**config.mk**
```make
export PLATFORM = sky130hd
export DESIGN_NAME = fan_demand_mapper
export DESIGN_NICKNAME = d
export VERILOG_FILES = /design/src/rtl/fan_demand_mapper.sv
export SDC_FILE = /design/constraint.sdc
export NUM_CORES = 1
export LEC_CHECK = 0
export BUFFER_PORTS_ARGS = -buffer_cell sky130_fd_sc_hd__buf_2
export CORE_MARGIN = 4
export CORE_UTILIZATION = 50
export CTS_CLUSTER_DIAMETER = 200
export DETAILED_ROUTE_END_ITERATION = 8
export GPL_TIMING_DRIVEN = 0
export PLACE_DENSITY = 0.79
export SLEW_MARGIN = 20
export SYNTH_ARGS = -nofsm -noshare
export SYNTH_HDL_FRONTEND = slang
export SYNTH_SLANG_ARGS = --single-unit
```
**constraint.sdc**
```tcl
create_clock -name clk -period 18.6 [get_ports clk]
set_input_delay 0 -clock clk [delete_from_list [all_inputs] [get_ports clk]]
set_output_delay 0 -clock clk [all_outputs]
set_load 0.02 [all_outputs]
```
**src/rtl/fan_demand_mapper.sv**
```systemverilog
module fan_demand_mapper #(
  parameter int NS = 4,
  parameter int TW = 10,
  parameter int RW = 14
) (
  input  logic             clk,
  input  logic             rst_n,
  input  logic             go,
  input  logic [NS*TW-1:0] temps,
  input  logic [NS*TW-1:0] off_lvl,
  input  logic [NS*TW-1:0] max_lvl,
  input  logic [1:0]       mode,
  input  logic [7:0]       man_pct,
  input  logic [RW-1:0]    man_rpm,
  input  logic [RW-1:0]    rpm_lo,
  input  logic [RW-1:0]    rpm_hi,
  output logic [6:0]       demand_pct,
  output logic [RW-1:0]    target_rpm,
  output logic             done
);
  localparam int DW  = (TW > RW) ? TW + 7 : RW + 7;
  localparam int DVW = (TW > 7) ? TW : 7;
  localparam int CW  = $clog2(DW + 1);
  localparam int KW  = (NS > 1) ? $clog2(NS) : 1;

  typedef enum logic [2:0] {ST_IDLE, ST_SENS, ST_DIVS, ST_MAP, ST_DIVR} st_t;

  st_t              st;
  logic [KW-1:0]    k;
  logic [NS*TW-1:0] t_q, lo_q, hi_q;
  logic [1:0]       mode_q;
  logic [7:0]       mpct_q;
  logic [RW-1:0]    mrpm_q, rmin_q, rmax_q;
  logic [6:0]       best;
  logic [DVW-1:0]   rem, dvs;
  logic [DW-1:0]    quo;
  logic [CW-1:0]    cnt;

  logic [TW-1:0] cur_t, cur_lo, cur_hi, dt, dl;
  assign cur_t  = t_q[k*TW +: TW];
  assign cur_lo = lo_q[k*TW +: TW];
  assign cur_hi = hi_q[k*TW +: TW];
  assign dt     = cur_t - cur_lo;
  assign dl     = cur_hi - cur_lo;

  logic excl, below, above, skip;
  assign excl  = cur_hi <= cur_lo;
  assign below = cur_t <= cur_lo;
  assign above = cur_t >= cur_hi;
  assign skip  = excl | below | above;

  logic [DW-1:0] num_s;
  assign num_s = DW'(dt) * DW'(100);

  logic [RW-1:0] span_r;
  assign span_r = (rmax_q > rmin_q) ? rmax_q - rmin_q : '0;

  logic [6:0] pct_sel, pm1;
  assign pct_sel = (mode_q == 2'b01) ? ((mpct_q > 8'd100) ? 7'd100 : mpct_q[6:0]) : best;
  assign pm1     = pct_sel - 7'd1;

  logic [DW-1:0] num_r;
  assign num_r = DW'(pm1) * DW'(span_r);

  logic [DVW:0]   r2, rdiff;
  logic           ge;
  logic [DVW-1:0] rem_n;
  logic [DW-1:0]  quo_n;
  assign r2    = {rem, quo[DW-1]};
  assign rdiff = r2 - {1'b0, dvs};
  assign ge    = r2 >= {1'b0, dvs};
  assign rem_n = ge ? rdiff[DVW-1:0] : r2[DVW-1:0];
  assign quo_n = {quo[DW-2:0], ge};

  logic last_k;
  assign last_k = (k == KW'(NS - 1));

  always_ff @(posedge clk) begin
    if (!rst_n) begin
      st <= ST_IDLE;
      k <= '0;
      t_q <= '0;
      lo_q <= '0;
      hi_q <= '0;
      mode_q <= '0;
      mpct_q <= '0;
      mrpm_q <= '0;
      rmin_q <= '0;
      rmax_q <= '0;
      best <= '0;
      rem <= '0;
      dvs <= '0;
      quo <= '0;
      cnt <= '0;
      demand_pct <= '0;
      target_rpm <= '0;
      done <= 1'b0;
    end else begin
      done <= 1'b0;
      case (st)
        ST_IDLE: if (go) begin
          t_q <= temps;
          lo_q <= off_lvl;
          hi_q <= max_lvl;
          mode_q <= mode;
          mpct_q <= man_pct;
          mrpm_q <= man_rpm;
          rmin_q <= rpm_lo;
          rmax_q <= rpm_hi;
          k <= '0;
          best <= '0;
          st <= ST_SENS;
        end
        ST_SENS: begin
          if (skip) begin
            if (!excl && !below && above) best <= 7'd100;
            if (last_k) st <= ST_MAP;
            else k <= k + 1'b1;
          end else begin
            rem <= '0;
            quo <= num_s;
            dvs <= DVW'(dl);
            cnt <= CW'(DW);
            st <= ST_DIVS;
          end
        end
        ST_DIVS: begin
          rem <= rem_n;
          quo <= quo_n;
          cnt <= cnt - 1'b1;
          if (cnt == CW'(1)) begin
            if (quo_n[6:0] > best) best <= quo_n[6:0];
            if (last_k) st <= ST_MAP;
            else begin
              k <= k + 1'b1;
              st <= ST_SENS;
            end
          end
        end
        ST_MAP: begin
          if (mode_q == 2'b10 || pct_sel == 7'd0 || pct_sel == 7'd1 || span_r == '0) begin
            if (mode_q == 2'b10) target_rpm <= mrpm_q;
            else if (pct_sel == 7'd0) target_rpm <= '0;
            else target_rpm <= rmin_q;
            demand_pct <= best;
            done <= 1'b1;
            st <= ST_IDLE;
          end else begin
            rem <= '0;
            quo <= num_r;
            dvs <= DVW'(99);
            cnt <= CW'(DW);
            st <= ST_DIVR;
          end
        end
        ST_DIVR: begin
          rem <= rem_n;
          quo <= quo_n;
          cnt <= cnt - 1'b1;
          if (cnt == CW'(1)) begin
            target_rpm <= rmin_q + quo_n[RW-1:0];
            demand_pct <= best;
            done <= 1'b1;
            st <= ST_IDLE;
          end
        end
        default: st <= ST_IDLE;
      endcase
    end
  end


  demand_range_chk: assert property (@(posedge clk) disable iff (!rst_n)
    done |-> demand_pct <= 7'd100);


  zero_pct_off_chk: assert property (@(posedge clk) disable iff (!rst_n)
    (done && mode_q != 2'b10 && pct_sel == 7'd0) |-> target_rpm == '0);


  rpm_window_chk: assert property (@(posedge clk) disable iff (!rst_n)
    (done && mode_q != 2'b10 && pct_sel != 7'd0) |->
      (target_rpm >= rmin_q && (rmax_q < rmin_q || target_rpm <= rmax_q)));


  done_single_chk: assert property (@(posedge clk) disable iff (!rst_n)
    done |=> !done);


  idle_hold_chk: assert property (@(posedge clk) disable iff (!rst_n)
    (st == ST_IDLE) |=> ($stable(target_rpm) && $stable(demand_pct)));


  busy_capture_chk: assert property (@(posedge clk) disable iff (!rst_n)
    (st != ST_IDLE) |=> ($stable(mode_q) && $stable(t_q) && $stable(rmin_q)));
endmodule

```
==> results.yml <==
sta:
  setup_viol: 0
  period_share_pct: 43.9
  slew_viol_final: 0
  clock_skew_ps: 28.6
  worst_pin_slew_ps: 1030
  clock.fmax_ghz: 0.122
  slew-limit-headroom_pct: 31.5
  hold_viol_final: 0
  fin_setup_tns_ps: 0
  period_needed_ps: 8160
  rsz0062_at_grt: "no"
cts:
  cts_max_level: 1
  clkSlewWorstSetupHoldPaths_ps: 60
  clkLatencyLatePin_ps: 570
  cts_hold_buffers: 172
  cts_root_buffer: "clkbuf_16"
  cts_made_buffers: 27
  cts_setup_buffers: 0
  clock_path_buffers: 3
  cts.repair.resized: 0
  cts.sinks: 252
  cts_tree: "done"
synthesis:
  ys.flop_type: "dfxtp_1"
  synth_top_area_share_pct: 28.4
  synthTopCellsByArea: "dfxtp_1 28%, ha_1 11%, nand2_1 9.5%"
  synthCells: 2249
  synth_top_area_cell: "dfxtp_1"
  synth_most_common_cell: "nand2_1"
  synth-edff-count: 0
  synth_nets: 2646
  yosysWarnings: 0
  synthArstFlopShare_pct: 0
  netlist_area_um2: 17800
  ys_seq_area_share_pct: 28.4
  synth.avg_cell_area_um2: 7.91
  ys_ff_latch: 252
  yosys-top-cells-count: "448 x nand2_1, 282 x a21oi_1, 252 x dfxtp_1, 184 x inv_1, 153 x ha_1"
  synth.distinct_cells: 79
worst_setup_path:
  crit_start: "mpct_q[0]"
  timing.rr.start: "mpct_q[0]"
  crit_arrival_ps: 8610
  cp_max_fo: 11
  crit_path_start_kind: "register"
  worstSetupPathType: "reg2reg"
  required_ps: 19050
  endpoint_kind: "register"
floorplan:
  core_um2: 34800
  die_y_um: 197
  start_util_pct: 51.1
  dieArea_um2: 38700
  pin_count: 197
  die_w_um: 197
  placementRows: 68
drt:
  vias: 18600
  wl_per_cell_um: 19.3
  antenna_left: 0
  drt_iter0_drc: 1679
  first_pass_iters: 6
  via_per_inst: 5.95
  drc: 0
  wl_um: 60400
grt:
  grt_pass1_wl_um: 96000
  grt_max_degree: 15
  grt_pass1_vias: 18700
  antenna_found_initial: 0
  track_usage_pct: 30.2
  grt_overflow_total: 0
run_status:
  status: "finished clean"
place:
  place_congestion: 0.957
  place_area_um2: 19300
  hpwl_um: 42500
  port_buffers: 196
finish:
  fin_util_pct: 63.2
  seqCellArea_um2: 5040
  drive_gt1_share_pct: 11.6
  multi_input_area_um2: 11600
  design_area_um2: 22000
  final_nets: 3043
  n_fill_cell: 2726
  area_growth_pct: 23.7
min_path:
  min_from: "rst_n"
  hold_class: "in2reg"
run:
  maxCapViolCount: 0
power:
  leakage_nw: 9.55
  ir_worst_vdd_mv: 0.144
  finalPower_mw: 3.35
  cellPowerDensity_nw_per_um2: 152
==> state kept, by name (all words and copies together) (netlist names), 3 cells and up <==
| register | cells |
|---|---|
| best | 7 |
| cnt | 5 |
| demand_pct | 7 |
| dvs | 10 |
| hi_q | 40 |
| lo_q | 40 |
| mpct_q | 8 |
| mrpm_q | 14 |
| quo | 21 |
| rem | 10 |
| rmax_q | 14 |
| rmin_q | 14 |
| st | 3 |
| t_q | 40 |
| target_rpm | 14 |
==> report_power, final <==
| group | internal (mW) | switching [mW] |
|---|---|---|
| clock | 0.331 | 0.238 |
| combinational | 0.890 | 1.27 |
| sequential | 0.583 | 0.0389 |
==> placed cells by master (no fill, tap or decap), types with 10 or more instances in the layout <==
cell type / count
o22ai_1: 17
fa_1: 69
clkbuf_16: 27
xor2_1: 25
mux4_2: 30
clkbuf_1: 102
a22oi_1: 12
o211a_1: 10
buf_2: 201
a21o_1: 24
nor2b_1: 16
a221oi_1: 19
o21a_1: 16
nor3_1: 44
nor2_1: 148
a21oi_1: 282
a211oi_1: 14
ha_1: 153
nand2_1: 448
nand3_1: 43
nand2b_1: 28
o21ai_0: 88
xnor2_1: 33
dfxtp_1: 252
dlygate4sd3_1: 172
nand4_1: 12
inv_1: 184
or3_1: 22
and3_1: 11
==> worst paths after layout <==
kind / cells past startpoint / slack (ps) / to
min reg2reg: 2 / 460 / lo_q[19]
min: 4 / 100 / k[0]
max reg2reg: 26 / 10440 / quo[20]
max: 26 / 10440 / quo[20]
==> critical path, stage by stage, from the launching register on <==
cell      delay, ps
dfxtp_1         360
o21ai_0         100
a21oi_1         180
nor3_1           90
a21boi_0        690
clkbuf_1        500
ha_1            360
nand3_1         120
xnor2_1         480
clkbuf_1        460
nor2_1          120
fa_1            530
fa_1            530
fa_1            550
inv_1            60
fa_1            520
inv_1            60
ha_1            350
a21oi_1         210
nand2_1          80
o211ai_1        360
a211oi_1        170
o31ai_1         430
a21oi_1         140
xnor2_1         210
nand2_1         110
a221oi_1        260
==> routing by layer <==
metal,global-route usage (%),up-vias,wire (µm)
met3,5.45,249,5470
met4,14.3,0,3210
li1,-,8525,-
met5,0,-,0
met1,36.7,8735,22700
met2,52.2,1054,29000
==> cells by family after synthesis <==
| group | share of synthesized area (%) |
|---|---|
| and+or+nand+nor | 19.7 |
| AOI/OAI and AO/OA | 19.9 |
| buffers and inverters | 6.39 |
| DFF | 28.4 |
| adders and majority gates | 18.5 |
| xor gates and xnor gates | 2.86 |
| muxes | 4.30 |
==> layout make-up <==
class / instances / area share (%)
diodes: 1 / 0.0114
plain buffers: 112 / 1.99
clock buffers: 35 / 3.43
clock inverters: 14 / 0.842
inverters: 186 / 3.17
multi-input cells: 1699 / 52.8
flip-flops and latches: 252 / 22.9
well taps: 455 / 2.59
repair buffers: 368 / 12.3
==> per-stage QoR <==
stage,instances,hold slack (ps),setup WS [ps]
final,3122,103,10440
after detailed placement,2900,246,10590
after global placement,2900,241,10770
after global routing,3121,127,9930
after floorplan,2249,136,12180
after CTS,3121,82.9,10550
Power figures use the tool's default switching activity.
